$ cat config.mk
export PLATFORM = sky130hd
export DESIGN_NAME = rgmii_txc_gen
export DESIGN_NICKNAME = d
export VERILOG_FILES = /design/src/rtl/rgmii_txc_pkg.sv /design/src/rtl/rgmii_txc_rst_sync.sv /design/src/rtl/rgmii_txc_cfg.sv /design/src/rtl/rgmii_txc_div.sv /design/src/rtl/rgmii_txc_toggle.sv /design/src/rtl/rgmii_txc_delay.sv /design/src/rtl/rgmii_txc_gen.sv
export SDC_FILE = /design/constraint.sdc
export NUM_CORES = 1
export LEC_CHECK = 0
export CORE_ASPECT_RATIO = 1.25
export CORE_MARGIN = 10
export CORE_UTILIZATION = 40
export CTS_CLUSTER_DIAMETER = 50
export DETAILED_ROUTE_END_ITERATION = 16
export PLACE_DENSITY_LB_ADDON = 0.05
export SLEW_MARGIN = 20
export SYNTH_ARGS = -nofsm -noshare
export SYNTH_HDL_FRONTEND = slang
export SYNTH_HIERARCHICAL = 1
export SYNTH_SLANG_ARGS = --single-unit
$ cat constraint.sdc
create_clock -name clk_ref -period 0.8 [get_ports clk_ref]
set_input_delay 0.08 -clock clk_ref [delete_from_list [all_inputs] [get_ports clk_ref]]
set_output_delay 0.08 -clock clk_ref [all_outputs]
set_load 0.01 [all_outputs]
$ cat src/rtl/rgmii_txc_pkg.sv
package rgmii_txc_pkg;

  // control word field positions (decoded by the configuration stage)
  localparam int unsigned SEL_BIT   = 4;
  localparam int unsigned DLY_LSB   = 5;
  localparam int unsigned DLY_W     = 2;
  localparam int unsigned DIV_LSB   = 7;
  localparam int unsigned DIV_W     = 3;
  localparam int unsigned GATE_BIT  = 10;

  // rate reduction after the halving stage, per link speed
  localparam int unsigned RATIO_GIG  = 1;
  localparam int unsigned RATIO_FAST = 5;
  localparam int unsigned RATIO_SLOW = 50;
  localparam int unsigned RATIO_W    = $clog2(RATIO_SLOW + 1);

  typedef enum logic [1:0] {
    SPD_10M  = 2'b00,
    SPD_100M = 2'b01,
    SPD_1G   = 2'b10,
    SPD_RSV  = 2'b11
  } link_speed_e;

  function automatic logic [RATIO_W-1:0] speed_ratio(input logic [1:0] code);
    logic [RATIO_W-1:0] r;
    case (link_speed_e'(code))
      SPD_10M:  r = RATIO_W'(RATIO_SLOW);
      SPD_100M: r = RATIO_W'(RATIO_FAST);
      default:  r = RATIO_W'(RATIO_GIG);
    endcase
    return r;
  endfunction

endpackage

$ cat src/rtl/rgmii_txc_rst_sync.sv
module rgmii_txc_rst_sync #(
  parameter int unsigned STAGES = 2
) (
  input  logic clk,
  input  logic rst_n_async,
  output logic rst_n_sync
);

  logic [STAGES-1:0] sync_q;
  logic [STAGES-1:0] sync_d;

  always_comb begin
    sync_d = {sync_q[STAGES-2:0], 1'b1};
  end

  always_ff @(posedge clk or negedge rst_n_async) begin
    if (!rst_n_async) sync_q <= '0;
    else              sync_q <= sync_d;
  end

  assign rst_n_sync = sync_q[STAGES-1];

endmodule

$ cat src/rtl/rgmii_txc_cfg.sv
module rgmii_txc_cfg #(
  parameter int unsigned DIV_W   = 3,
  parameter int unsigned DLY_W   = 2,
  parameter int unsigned RATIO_W = 6
) (
  input  logic               clk,
  input  logic               rst_n,
  input  logic               period_start,
  input  logic               sel_in,
  input  logic [DLY_W-1:0]   dly_in,
  input  logic [DIV_W-1:0]   div_in,
  input  logic               gate_in,
  input  logic [RATIO_W-1:0] ratio_in,
  output logic               pend,
  output logic               sel_act,
  output logic [DLY_W-1:0]   dly_act,
  output logic [DIV_W-1:0]   div_act,
  output logic               gate_act,
  output logic [RATIO_W-1:0] ratio_act
);

  logic               load;
  logic               pend_d;
  logic               sel_d;
  logic [DLY_W-1:0]   dly_d;
  logic [DIV_W-1:0]   div_d;
  logic               gate_d;
  logic [RATIO_W-1:0] ratio_d;

  // first load right after reset, then only at period starts
  assign load = pend | period_start;

  always_comb begin
    pend_d  = 1'b0;
    sel_d   = sel_act;
    dly_d   = dly_act;
    div_d   = div_act;
    gate_d  = gate_act;
    ratio_d = ratio_act;
    if (load) begin
      sel_d   = sel_in;
      dly_d   = dly_in;
      div_d   = div_in;
      gate_d  = gate_in;
      ratio_d = ratio_in;
    end
  end

  always_ff @(posedge clk or negedge rst_n) begin
    if (!rst_n) begin
      pend      <= 1'b1;
      sel_act   <= 1'b0;
      dly_act   <= '0;
      div_act   <= DIV_W'(1);
      gate_act  <= 1'b0;
      ratio_act <= RATIO_W'(1);
    end else begin
      pend      <= pend_d;
      sel_act   <= sel_d;
      dly_act   <= dly_d;
      div_act   <= div_d;
      gate_act  <= gate_d;
      ratio_act <= ratio_d;
    end
  end

endmodule

$ cat src/rtl/rgmii_txc_div.sv
module rgmii_txc_div #(
  parameter int unsigned DIV_W = 3
) (
  input  logic             clk,
  input  logic             rst_n,
  input  logic             src_en,
  input  logic [DIV_W-1:0] div_act,
  output logic             div_tick
);

  logic [DIV_W-1:0] cnt_q;
  logic [DIV_W-1:0] cnt_d;
  logic [DIV_W-1:0] n_eff;
  logic             at_last;

  // one-based ratio; zero folded onto one
  assign n_eff   = (div_act == '0) ? DIV_W'(1) : div_act;
  assign at_last = (cnt_q == n_eff - 1'b1);
  assign div_tick = src_en & at_last;

  always_comb begin
    cnt_d = cnt_q;
    if (src_en) begin
      if (at_last) cnt_d = '0;
      else         cnt_d = cnt_q + 1'b1;
    end
  end

  always_ff @(posedge clk or negedge rst_n) begin
    if (!rst_n) cnt_q <= '0;
    else        cnt_q <= cnt_d;
  end

endmodule

$ cat src/rtl/rgmii_txc_toggle.sv
module rgmii_txc_toggle #(
  parameter int unsigned RATIO_W = 6
) (
  input  logic               clk,
  input  logic               rst_n,
  input  logic               div_tick,
  input  logic [RATIO_W-1:0] ratio_act,
  output logic               lvl,
  output logic               period_start
);

  logic [RATIO_W-1:0] rcnt_q;
  logic [RATIO_W-1:0] rcnt_d;
  logic [RATIO_W-1:0] r_eff;
  logic               lvl_d;
  logic               at_last;

  // Halving with speed reduction: the level flips every R divided ticks,
  // so one period spans 2*R ticks.
  assign r_eff   = (ratio_act == '0) ? RATIO_W'(1) : ratio_act;
  assign at_last = (rcnt_q == r_eff - 1'b1);
  assign period_start = div_tick & at_last & ~lvl;

  always_comb begin
    rcnt_d = rcnt_q;
    lvl_d  = lvl;
    if (div_tick) begin
      if (at_last) begin
        rcnt_d = '0;
        lvl_d  = ~lvl;
      end else begin
        rcnt_d = rcnt_q + 1'b1;
      end
    end
  end

  always_ff @(posedge clk or negedge rst_n) begin
    if (!rst_n) begin
      rcnt_q <= '0;
      lvl    <= 1'b0;
    end else begin
      rcnt_q <= rcnt_d;
      lvl    <= lvl_d;
    end
  end

endmodule

$ cat src/rtl/rgmii_txc_delay.sv
module rgmii_txc_delay #(
  parameter int unsigned DLY_W = 2,
  localparam int unsigned TAPS = 2 ** DLY_W
) (
  input  logic             clk,
  input  logic             rst_n,
  input  logic             d_in,
  input  logic [DLY_W-1:0] dly_act,
  output logic             q_out
);

  logic [TAPS-2:0] hist_q;
  logic [TAPS-2:0] hist_d;
  logic [TAPS-1:0] tap;
  logic            q_d;

  always_comb begin
    hist_d[0] = d_in;
    for (int i = 1; i < TAPS - 1; i++) hist_d[i] = hist_q[i-1];
  end

  for (genvar k = 0; k < TAPS; k++) begin : g_tap
    if (k == 0) begin : g_direct
      assign tap[k] = d_in;
    end else begin : g_hist
      assign tap[k] = hist_q[k-1];
    end
  end

  // registered output: edges shift by dly_act extra cycles
  assign q_d = tap[dly_act];

  always_ff @(posedge clk or negedge rst_n) begin
    if (!rst_n) begin
      hist_q <= '0;
      q_out  <= 1'b0;
    end else begin
      hist_q <= hist_d;
      q_out  <= q_d;
    end
  end

endmodule

$ cat src/rtl/rgmii_txc_gen.sv
module rgmii_txc_gen
  import rgmii_txc_pkg::*;
#(
  parameter int unsigned CTRL_W = 32
) (
  input  logic              clk_ref,
  input  logic              rst_n,
  input  logic              alt_src_en,
  input  logic [CTRL_W-1:0] ctrl_reg,
  input  logic [1:0]        link_speed,
  output logic              txc
);

  logic               rst_sync_n;
  logic               cfg_pend;
  logic               sel_act;
  logic [DLY_W-1:0]   dly_act;
  logic [DIV_W-1:0]   div_act;
  logic               gate_act;
  logic [RATIO_W-1:0] ratio_act;
  logic               src_en;
  logic               div_tick;
  logic               lvl;
  logic               period_start;
  logic               gated;
  logic               unused_ctrl;

  // bits outside the decoded fields carry no function
  assign unused_ctrl = ^{ctrl_reg[CTRL_W-1:GATE_BIT+1], ctrl_reg[SEL_BIT-1:0]};

  rgmii_txc_rst_sync #(.STAGES(2)) u_rst (
    .clk         (clk_ref),
    .rst_n_async (rst_n),
    .rst_n_sync  (rst_sync_n)
  );

  rgmii_txc_cfg #(.DIV_W(DIV_W), .DLY_W(DLY_W), .RATIO_W(RATIO_W)) u_cfg (
    .clk          (clk_ref),
    .rst_n        (rst_sync_n),
    .period_start (period_start),
    .sel_in       (ctrl_reg[SEL_BIT]),
    .dly_in       (ctrl_reg[DLY_LSB +: DLY_W]),
    .div_in       (ctrl_reg[DIV_LSB +: DIV_W]),
    .gate_in      (ctrl_reg[GATE_BIT]),
    .ratio_in     (speed_ratio(link_speed)),
    .pend         (cfg_pend),
    .sel_act      (sel_act),
    .dly_act      (dly_act),
    .div_act      (div_act),
    .gate_act     (gate_act),
    .ratio_act    (ratio_act)
  );

  // parent select: primary advances every cycle, alternate on its enable
  assign src_en = (sel_act ? alt_src_en : 1'b1) & ~cfg_pend;

  rgmii_txc_div #(.DIV_W(DIV_W)) u_div (
    .clk      (clk_ref),
    .rst_n    (rst_sync_n),
    .src_en   (src_en),
    .div_act  (div_act),
    .div_tick (div_tick)
  );

  rgmii_txc_toggle #(.RATIO_W(RATIO_W)) u_tog (
    .clk          (clk_ref),
    .rst_n        (rst_sync_n),
    .div_tick     (div_tick),
    .ratio_act    (ratio_act),
    .lvl          (lvl),
    .period_start (period_start)
  );

  // gate latched at the period start, so it never clips a pulse
  assign gated = lvl & gate_act;

  rgmii_txc_delay #(.DLY_W(DLY_W)) u_dly (
    .clk     (clk_ref),
    .rst_n   (rst_sync_n),
    .d_in    (gated),
    .dly_act (dly_act),
    .q_out   (txc)
  );

endmodule

# Yosys cells after proc, flatten, opt, wreduce, memory -nomap -nowiden
# Index checks and enable logic that the tools add are counted.
totals:
  reg_bits: 30
  inputBits: 37
  wordCells: 40
classes:
  n_addsub: 4
  magnitude_cmp: 1
  eq_ne: 3
  n_mux: 8
  bitwise_logic: 8
  n_reduce_logical: 4
op_table:
  columns: ["op", "n"]
  rows:
  - ["two-way mux 6 bit", 2]
  - ["one-hot mux 6 bit (2 select lines)", 1]
  - ["adder 6 x 1 -> 6 bit (second input constant)", 1]
  - ["== test 6 bit", 1]
  - ["logical NOT 6 bit", 1]
  - ["two-way mux 3 bit", 2]
  - ["subtractor 6 x 1 -> 6 bit (second input constant)", 1]
  - ["AND 1 bit", 5]
  - ["adder 3 x 1 -> 3 bit (second input constant)", 1]
  - ["== test 3 bit", 1]
  - ["logical NOT 3 bit", 1]
  - ["< comparator 2 x 3 -> 1 bit (second input constant)", 1]
  - ["subtractor 3 x 1 -> 3 bit (second input constant)", 1]
  - ["binary-select mux 1 bit (select 2 bit)", 1]
  - ["== test 2 x 1 -> 1 bit (second input constant)", 1]
  - ["logical NOT 2 bit", 1]
  - ["two-way mux 1 bit", 2]
  - ["inverter 1 bit", 2]
  - ["AND reduction 2 bit", 1]
  - ["bitwise OR 1 bit", 1]

# Longest topological paths before layout
# Gate-level depths: netlist of run 1.
logic_depth:
  word_depth: 8
  depth_mapped: 12
  mapped_depth_nobuf: 11

# Modules after synthesis
# The synthesis of run 1 kept the hierarchy.
modules_own_cells:
  columns: ["mod", "n_inst", "cells_each", "area_each_um2", "seq_area_each_um2"]
  rows:
  - ["rgmii_txc_toggle", 1, 67, 619.3, 175.2]
  - ["rgmii_txc_cfg", 1, 30, 573.0, 354.1]
  - ["rgmii_txc_div", 1, 25, 221.5, 75.1]
  - ["rgmii_txc_delay", 1, 5, 122.6, 100.1]
  - ["rgmii_txc_rst_sync", 1, 3, 53.8, 50.0]
  - ["rgmii_txc_gen", 1, 7, 37.5, 0.0]

# Worst setup path before layout of run 1
# Ideal clock, no wire load.
synth_timing:
  path_kind: "reg-to-reg"
  from: "register u_cfg.ratio_act[2]"
  to: "register u_cfg.div_act[2]"
  setup_ns: 0.125
  t_arrival_ns: 3.105
  path_slack_ns: -2.430
  stages_incl_launch_ff: 13
  period_less_slack_ns: 3.230
  path_cell_list: "dfrtp_1 > buf_6 > or4_4 > nor2_1 > nor2_1 > ha_1 > and3b_1 > or4_1 > o211ai_1 > nor4_1 > nor2_4 > buf_12 > mux2_4"
synth_between:
  elab_chain_len: 7
synth_lines:
  columns: ["element", "line_no", "rtl"]
  rows:
  - ["start: declaration", "rgmii_txc_cfg.sv:19", "output logic [RATIO_W-1:0] ratio_act"]
  - ["start signal: assignment", "rgmii_txc_cfg.sv:63", "ratio_act <= ratio_d;"]
  - ["logical NOT 6 bit", "rgmii_txc_toggle.sv:20", "assign r_eff = (ratio_act == '0) ? RATIO_W'(1) : ratio_act;"]
  - ["two-way mux 6 bit (*)", "rgmii_txc_toggle.sv:20", null]
  - ["subtractor 6 x 1 -> 6 bit (*)", "rgmii_txc_toggle.sv:21", "assign at_last = (rcnt_q == r_eff - 1'b1);"]
  - ["== test 6 bit (*)", "rgmii_txc_toggle.sv:21", null]
  - ["AND 1 bit (*) (2 in a row)", "rgmii_txc_toggle.sv:22", "assign period_start = div_tick & at_last & ~lvl;"]
  - ["via period_start", "rgmii_txc_gen.sv:24", "logic period_start;"]
  - ["bitwise OR 1 bit (*)", "rgmii_txc_cfg.sv:31", "assign load = pend | period_start;"]
  - ["end signal: assignment", "rgmii_txc_cfg.sv:61", "div_act <= div_d;"]
  - ["end: declaration", "rgmii_txc_cfg.sv:17", "output logic [DIV_W-1:0] div_act,"]
# The timed path passes the listed nets; every way through them passes the cells marked *.
# A chain may end at the register's enable or synchronous reset.

# Final worst setup path of run 1
layout_timing:
  from: "register u_cfg.ratio_act[1]"
  to: "register u_cfg.gate_act"
layout_between:
  elab_chain_len: 7
layout_lines:
  columns: ["element", "line_no", "rtl"]
  rows:
  - ["logical NOT 6 bit", "rgmii_txc_toggle.sv:20", null]
  - ["two-way mux 6 bit (*)", "rgmii_txc_toggle.sv:20", null]
  - ["subtractor 6 x 1 -> 6 bit (*)", "rgmii_txc_toggle.sv:21", null]
  - ["== test 6 bit (*)", "rgmii_txc_toggle.sv:21", null]
  - ["AND 1 bit (*) (2 in a row)", "rgmii_txc_toggle.sv:22", null]
  - ["via period_start", "rgmii_txc_gen.sv:24", null]
  - ["bitwise OR 1 bit (*)", "rgmii_txc_cfg.sv:31", null]
  - ["end signal: assignment", "rgmii_txc_cfg.sv:62", "gate_act <= gate_d;"]
  - ["end: declaration", "rgmii_txc_cfg.sv:18", "output logic gate_act,"]
# Marks and branches as above.

==> results by stage, run 1 <==
Floorplanning:
- In this run the standard cell core region covers about 0.0038 mm².
- From left edge to right edge, the die measures ~77 µm.
- The number of placement rows is 25.
- For this design the top-level I/O count stands at 38.
- The floorplan step defined a die boundary enclosing ~0.0070 mm².
- The floorplan step set the die height to 91.33 µm.
- The initial core utilization is 0.4231.

Clock tree:
- The TritonCTS clock tree is built.
- The H-tree was split into 2 levels.
- Counting the buffers created by CTS gives 5.
- The clock insertion delay at the later pin of the skew report is 0.28 ns.
- Clock tree synthesis selected as its root buffer the cell clkbuf_8.
- The clock sink count is 30.
- After clock tree synthesis, the clock-pin slew on the worst setup and hold paths is around 0.060 ns.
- Counting along the longest clock path gives a buffer depth of 2.

Pwr:
- The reported net switching power is about 1700 µW.
- VDD sags by at most approximately 1.3 mV.
- The portion of total power attributed to the clock network is 0.228.
- The reported leakage power is approximately 0.0010 µW.
- Internal power comes to 3700 µW.
- The share of total power dissipated in combinational logic is 0.401.
- The share of total power consumed by net switching is 0.3146.
- The post-layout total power is 5398 µW.
- The sequential fraction of design power is 0.372.
- The power density normalized to cell area is 2356 mW/mm².

Min path:
- The class of the tightest hold or removal check is reg2async.

Worst setup path:
- The cell family with the largest share of critical-path delay is simple AND/OR/NAND/NOR gates.
- Walking the worst path, the cells encountered are or4_4, nor2_2, nor2_1, ha_2, and3b_1, or4_1, o211ai_1, nor4_2, nor2_4, buf_6, mux2_4.
- The category of the worst setup path capture point is a flop.
- STA classifies the critical path startpoint as a flop.
- Data on the critical path is required at its endpoint by 0.96 ns.
- Among all stages on the critical path, the largest delay is contributed by or4_4.
- The largest stage delay on the critical path is about 0.54 ns.
- The category of the most critical setup path is reg2reg.
- At the worst endpoint, the arrival time is ~3.0 ns.
- Along the worst path, the maximum fanout reaches 5.
- The buffer and inverter count on the worst path is 1.

STA:
- For this run, the top clock speed supported by timing is ~350 MHz.
- Setup violations remaining at the end of the flow were counted as 26.
- After layout, the minimum clock period comes to 2.819 ns.
- The sum of negative setup slack is -41.09 ns.
- The worst clock skew on the final layout is ~0.0073 ns.
- The max-slew violation count came to 0.
- The count of final hold-check violations is 0.
- The final worst setup slack is -2.019 ns.
- Setup repair after global routing could not meet its margin everywhere.
- The worst hold slack is between 0.06 and 0.07 ns.
- The final period utilization is 3.524.

Drt:
- The via count is roughly 1200.
- The routed design has about 3.4 mm of wire.
- For this block, the initial DRC count from the detailed router was 49.
- Dividing the detail-routed wire length by the instance count gives ~14 µm.
- The number of design rule violations left after detail routing is 0.
- Dividing the detail-routed via count by the number of cells gives around 4.8.
- For this run, the detailed router's first-pass iteration total came to 4.
- The number of antenna-violating nets in the routed design is 0.

Synthesis:
- When the netlist entered floorplanning its net count stood at 178.
- The number of synthesized register bits is 30.
- The synthesized netlist occupies a cell area of 0.001628 mm².
- The number of warning messages in the yosys log is 6.
- The cell count after synthesis came out at 137.
- The async set-or-reset flop fraction in the synthesized netlist is 1.000.
- After synthesis, the most frequently instantiated cells are 27 x dfrtp_1, 10 x mux2_4, 9 x nor2_1.
- The synthesized design spends more area on one cell type than any other, namely dfrtp_1.
- Yosys instantiated no cell more often than dfrtp_1.
- In the synthesized netlist the dominant register cell turns out to be dfrtp_1.
- By area the synthesized netlist is led by dfrtp_1 42%, mux2_4 9.2%, dfstp_2 4.8%.
- The share of the Yosys chip area taken by registers is 0.4635.
- The number of enable-type register cells in the synthesized netlist is 0.
- The average instance in the mapped netlist occupies ~12 µm².
- The fraction of post-synthesis cell area in the top cell type by area is 0.4151.
- The count of distinct cell types in the synthesized netlist is just under 50.

Placed design:
- The count of input and output buffers is 12.
- At the end of routability-driven placement, the weighted congestion stood at around 0.75.
- The estimated wirelength of the detail-placed design is roughly 2.6 mm.
- The placement-stage worst setup slack is -2.077 ns.

Layout:
- The number of diodes is 0.
- The fraction of the core area covered by cells at the end of the flow is 0.5954.
- The area growth from synthesis to layout is 40.74%.
- The number of nets in the layout is 236.
- In the final layout, the share of cells above drive strength 1 is 0.4796.

Global routing:
- The via count of the first global-routing pass came to 1315.
- The overall routing resource usage is 0.1042.
- The overflow left after global routing is 0.
- The initial antenna violation count came to 0.
- The first global-routing pass estimated between 6 and 7 mm of wire.
- Entering global routing, the biggest net connects 17 pins.

Flow run:
- The tool flagged a number of max-cap violations equal to 0.

Status:
- The final reports fail on negative setup slack.
- The flow ran to the end, but the final reports show violations.
==> routing by layer <==
layer	track usage	vias up	wire, µm
li1	-	606	-
met1	0.1074	586	1402
met2	0.1915	11	1925
met3	0.02860	2	83
met4	0.04573	0	21
met5	0	-	0
==> flip-flops by register name, summed over array words and instances (netlist names) <==
register         flops
u_cfg/div_act        3
u_cfg/dly_act        2
u_cfg/gate_act       1
u_cfg/pend           1
u_cfg/ratio_act      6
u_cfg/sel_act        1
u_div/cnt_q          3
u_dly/hist_q         3
u_dly/q_out          1
u_rst/sync_q         2
u_tog/lvl            1
u_tog/rcnt_q         6
==> cells by family (layout without fill, tap and decap cells) <==
family                     count (synthesis)  in the layout  share of synthesized area
muxes                                     15             15                     0.1330
buffers and inverters                      9             68                    0.03612
DFF                                       30             30                     0.4635
adders and majority gates                  4              4                    0.03075
and+or+nand+nor                           40             40                     0.1553
xor gates and xnor gates                   9              9                    0.04842
other                                      3              3                   0.006917
AOI/OAI and AO/OA                         27             27                     0.1261
==> metrics by stage <==
stage / cells / area (µm²)
global route: 250 / 2291
floorplan: 137 / 1650
detailed placement: 235 / 2077
finish: 250 / 2291
global placement: 235 / 2077
CTS: 250 / 2277
==> repair_timing <==
action | 4_1_cts | 5_1_grt
setup buffers | 7 | 1
pin swaps | 17 | 10
endpoints found under the hold margin | 2 | 0
hold buffers | 1 | 0
endpoints found under the setup margin | 26 | 26
gates resized for setup | 20 | 4
cloned | 0 | 0
==> area by class of cell <==
type | count | area (µm²)
Clock buffer | 7 | 86.33
Inverter | 6 | 22.52
Timing Repair Buffer | 54 | 460.4
Tap cell | 54 | 67.56
Clock inverter | 1 | 5.005
Fill cell | 343 | 1556
Sequential cell | 30 | 755.7
Multi-Input combinational cell | 98 | 893.4
==> worst paths after layout <==
check	to	start	slack (ns)	cells past startpoint
worst max-delay path	u_cfg/gate_act$_DFFE_PN0P_	u_cfg/ratio_act[1]$_DFFE_PN0P_	-2.02	11
max in group asynchronous	u_rst/sync_q[1]$_DFF_PN0_	rst_n	0.15	2
worst min-delay path	u_div/cnt_q[2]$_DFFE_PN0P_	u_rst/sync_q[1]$_DFF_PN0_	0.06	0
worst max register to register	u_cfg/gate_act$_DFFE_PN0P_	u_cfg/ratio_act[1]$_DFFE_PN0P_	-2.02	11
worst min register to register	u_div/cnt_q[2]$_DFFE_PN0P_	u_rst/sync_q[1]$_DFF_PN0_	0.06	0
min in group clk_ref	u_rst/sync_q[1]$_DFF_PN0_	u_rst/sync_q[0]$_DFF_PN0_	0.37	0
==> layout by cell type, fill, tap and decap left out, types with 5 or more instances in the layout <==
cell type,n
o21ai_0,5
dfrtp_1,26
clkbuf_8,6
clkdlybuf4s50_1,11
mux2_4,13
buf_4,36
nor2_1,5
inv_1,5
==> power by group through the flow <==
stage	combinational (µW)	clock, µW	sequential (µW)
after floorplan	1050	0	2090
after global placement	1870	0	2020
after detailed placement	1940	0	2030
after CTS	2140	1280	2010
after global routing	2380	1360	2040
final	2160	1230	2010
Note: power is estimated with default switching activity, not from simulation.
==> run 2: changes to the inputs <==
- REMOVE_ABC_BUFFERS: not set -> 1
==> run 2 against run 1 <==
  * Via count up 0.25%
  * Core utilization up 0.065 points
  * The flow still finishes with violations (negative setup slack)
  * Count of clock-buffer cells in the layout unchanged
  * Clock power up 3%
  * Largest power group unchanged
  * Sequential cell count unchanged
  * Sequential share of layout area down 0.091 points
==> results by stage, run 2 (same netlist as run 1, synthesis figures left out) <==
Placed design:
- The global placement routability congestion came to 0.8070 (+7.7%).
- The count of input and output buffers is 12 (unchanged).
- The estimated wirelength of the detail-placed design is 2.474 mm (-3.7%).

STA:
- The final worst setup slack is -2.080 ns (-0.06086 ns).
- The final period utilization is 3.600 (+0.07607).
- The worst clock skew on the final layout is 0.009131 ns (+0.001807 ns).
- The count of final hold-check violations is 0 (unchanged).
- The max-slew violation count was 0 (unchanged).
- The sum of negative setup slack is -42.37 ns (-1.276 ns).
- The final period demand of the worst path came to 2.880 ns (+0.06086 ns).
- The count of endpoints failing setup in the final report is 26 (unchanged).
- The maximum clock rate is 347.2 MHz (-2.1%).
- Setup repair after global routing could not meet its margin everywhere.

Worst setup path:
- The buffer and inverter count on the worst path is 1 (unchanged).
- On the critical path the largest part of the delay comes from simple AND/OR/NAND/NOR gates.
- The worst setup path is launched from a flop.
- The worst setup path is of the reg2reg kind.
- The launching instance or port of the critical path is u_cfg/ratio_act[1]$_DFFE_PN0P_.
- The required time at the endpoint of the critical path is 0.96 ns (about the same).
- The most frequent cell on the critical path is nor2_1.
- The data arrival at the endpoint of the critical path came to 3.04 ns (+0.06 ns).
- The largest individual stage delay along the critical path comes from the cell or4_4.
- The largest driver fanout on the critical path is 9 (+4).
- The signal on the critical path passes through or4_4, nor2_1, nor2_1, ha_2, and3b_1, or4_1, o211ai_1, nor4_2, nor2_4, buf_12, mux2_4.
- The startpoint of the lowest-slack register-to-register path is u_cfg/ratio_act[1]$_DFFE_PN0P_.
- The category of the worst setup path capture point is a flop.
- The largest stage delay on the critical path is 0.54 ns (about the same).

Floorplanning:
- The die boundary height came to 91.33 µm (unchanged).
- The area of the die is 0.007038 mm² (unchanged).
- The overall die width is 77.06 µm (unchanged).
- The number of placement rows is 25 (unchanged).
- The number of placed I/O pins came to 38 (unchanged).
- The initial core utilization is 0.4231 (unchanged).
- The area of the core region was 0.003847 mm² (unchanged).

Min path:
- The class of the tightest hold or removal check is reg2async.

Pwr:
- The worst supply voltage drop on vdd is 1.191 mV (-12%).
- The power density normalized to cell area is 2361 mW/mm² (+0.19%).
- The reported leakage power came to 0.001052 µW (+0.35%).
- The post-layout total power is 5414 µW (+0.30%).

Drt:
- The number of design rule violations left after detail routing is 0 (unchanged).
- The number of antenna-violating nets in the routed design is 0 (unchanged).
- The via count is 1208 (+0.25%).
- The total wirelength of the detailed-routed design is 3.434 mm (about the same).
- The average wire per standard cell is 13.79 µm (+0.49%).
- The DRC violation total after the first TritonRoute iteration is 64 (+31%).
- The detailed-routing iteration count for the pre-antenna-repair pass was 4 (unchanged).
- The detail-routed via count per cell is 4.851 (+0.65%).

Layout:
- The fraction of layout cells with a size suffix above 1 came to 0.4718 (-0.007797).
- The number of nets in the layout came to 235 (-0.42%).
- The number of diodes is 0 (unchanged).
- Relative to the synthesized area, the layout overhead comes to 40.89%.
- The top cell types in the final layout, fill and taps aside, are 35 x buf_4, 27 x dfrtp_1, 13 x mux2_4.
- The most common cell after layout, fill and taps aside is buf_4.
- The largest registers in the layout are u_cfg/ratio_act: 6 flops, u_tog/rcnt_q: 6 flops.

Clock tree:
- The clock sink count was 30 (unchanged).
- The total number of H-tree levels was 2 (unchanged).
- TritonCTS built the clock tree.
- The CTS buffer count is 5 (unchanged).
- The root buffer cell chosen for the clock tree is clkbuf_8.
- The clock slew seen by the registers of the worst setup and hold paths is 0.07 ns (about the same).
- The maximum clock insertion buffer count is 2 (unchanged).
- The clock insertion delay at the later pin of the skew report was 0.28 ns (about the same).

Global routing:
- The overflow left after global routing is 0 (unchanged).
- The via count of the first global-routing pass is 1294 (-1.6%).
- The maximum number of pins on one net before global-route repair was 29 (+12).
- The overall routing resource usage is 0.1014 (-0.002766).
- The wire length of the first global-routing pass was 5.851 mm (-2.5%).
- The initial antenna violation count was 0 (unchanged).

Status:
- The run finished, with violations left.
- The checks that failed: negative setup slack.

Flow run:
- The number of maximum-capacitance violations is 0 (unchanged).
[run 2: cell types whose count changed in the layout (fill, tap and decap cells not counted)]
cell	before	now
o21ai_1	3	1
dfrtp_1	26	27
nor2_2	3	1
nor2_1	5	7
buf_6	4	3
o21ai_2	1	3
dfrtp_2	1	0
buf_12	1	2
buf_4	36	35
[run 2: repair_timing]
action | 4_1_cts | 5_1_grt
setup endpoints to repair | 26 | 26
setup buffers | 3 | 4
hold buffers | 1 | 0
gates resized for setup | 25 | 5
hold endpoints to repair | 2 | 0
pin swaps | 19 | 7
[run 2: where the power goes]
group | total (µW) | internal (µW) | switching [µW]
combinational | 2160 | 1200 | 963
clock | 1270 | 693 | 573
sequential | 1980 | 1800 | 181
[run 2: worst paths after layout]
check | end | slack (ns) | cells past startpoint
min in group clk_ref | u_rst/sync_q[1]$_DFF_PN0_ | 0.37 | 0
worst min register to register | u_tog/rcnt_q[4]$_DFFE_PN0P_ | 0.21 | 1
max in group asynchronous | u_rst/sync_q[1]$_DFF_PN0_ | 0.17 | 2
worst max-delay path | u_cfg/div_act[1]$_DFFE_PN0P_ | -2.08 | 11
worst min-delay path | u_tog/rcnt_q[4]$_DFFE_PN0P_ | 0.21 | 1
worst max register to register | u_cfg/div_act[1]$_DFFE_PN0P_ | -2.08 | 11
[run 2: layer usage]
metal / vias up / wire length [µm] / GRT usage
met5: - / 0 / 0
met4: 0 / 52 / 0.05030
met3: 6 / 119 / 0.02761
met2: 18 / 1840 / 0.1831
met1: 583 / 1421 / 0.1053
li1: 601 / - / -
[run 2: worst reg2reg max path: cells and delay by family, from the launching register on]
family                     cells  cell delay, ns
buffers and inverters          1            0.15
AOI/OAI and AO/OA              1            0.16
and+or+nand+nor                7            1.61
muxes                          1            0.30
DFF                            1            0.38
adders and majority gates      1            0.17
[run 2: through the flow]
stage / setup WS, ns / util / hold WS, ns / cells / area (µm²)
5_1_grt: -2.183 / 0.5961 / 0.2417 / 249 / 2293
3_5_place_dp: -2.149 / 0.5392 / 0.2263 / 236 / 2074
6_report: -2.080 / 0.5961 / 0.2135 / 249 / 2293
4_1_cts: -2.067 / 0.5886 / 0.2283 / 247 / 2265
3_3_place_gp: -2.150 / 0.5392 / 0.2144 / 236 / 2074
2_1_floorplan: -2.510 / - / -0.2156 / 134 / 1592
[run 2: layout make-up]
| class | count | area, µm² |
|---|---|---|
| fillers | 366 | 1554 |
| multi-input cells | 98 | 895.9 |
| flip-flops and latches | 30 | 754.5 |
| repair buffers | 53 | 461.7 |
| clock buffers | 7 | 86.33 |
| well taps | 54 | 67.56 |
| inverters | 6 | 22.52 |
| clock inverters | 1 | 5.005 |
==> run 3: changes to the inputs <==
- HOLD_SLACK_MARGIN: not set -> 0.15
==> results of run 3 <==
Same layout as run 2: the final DEF is identical, and so are final timing and power.
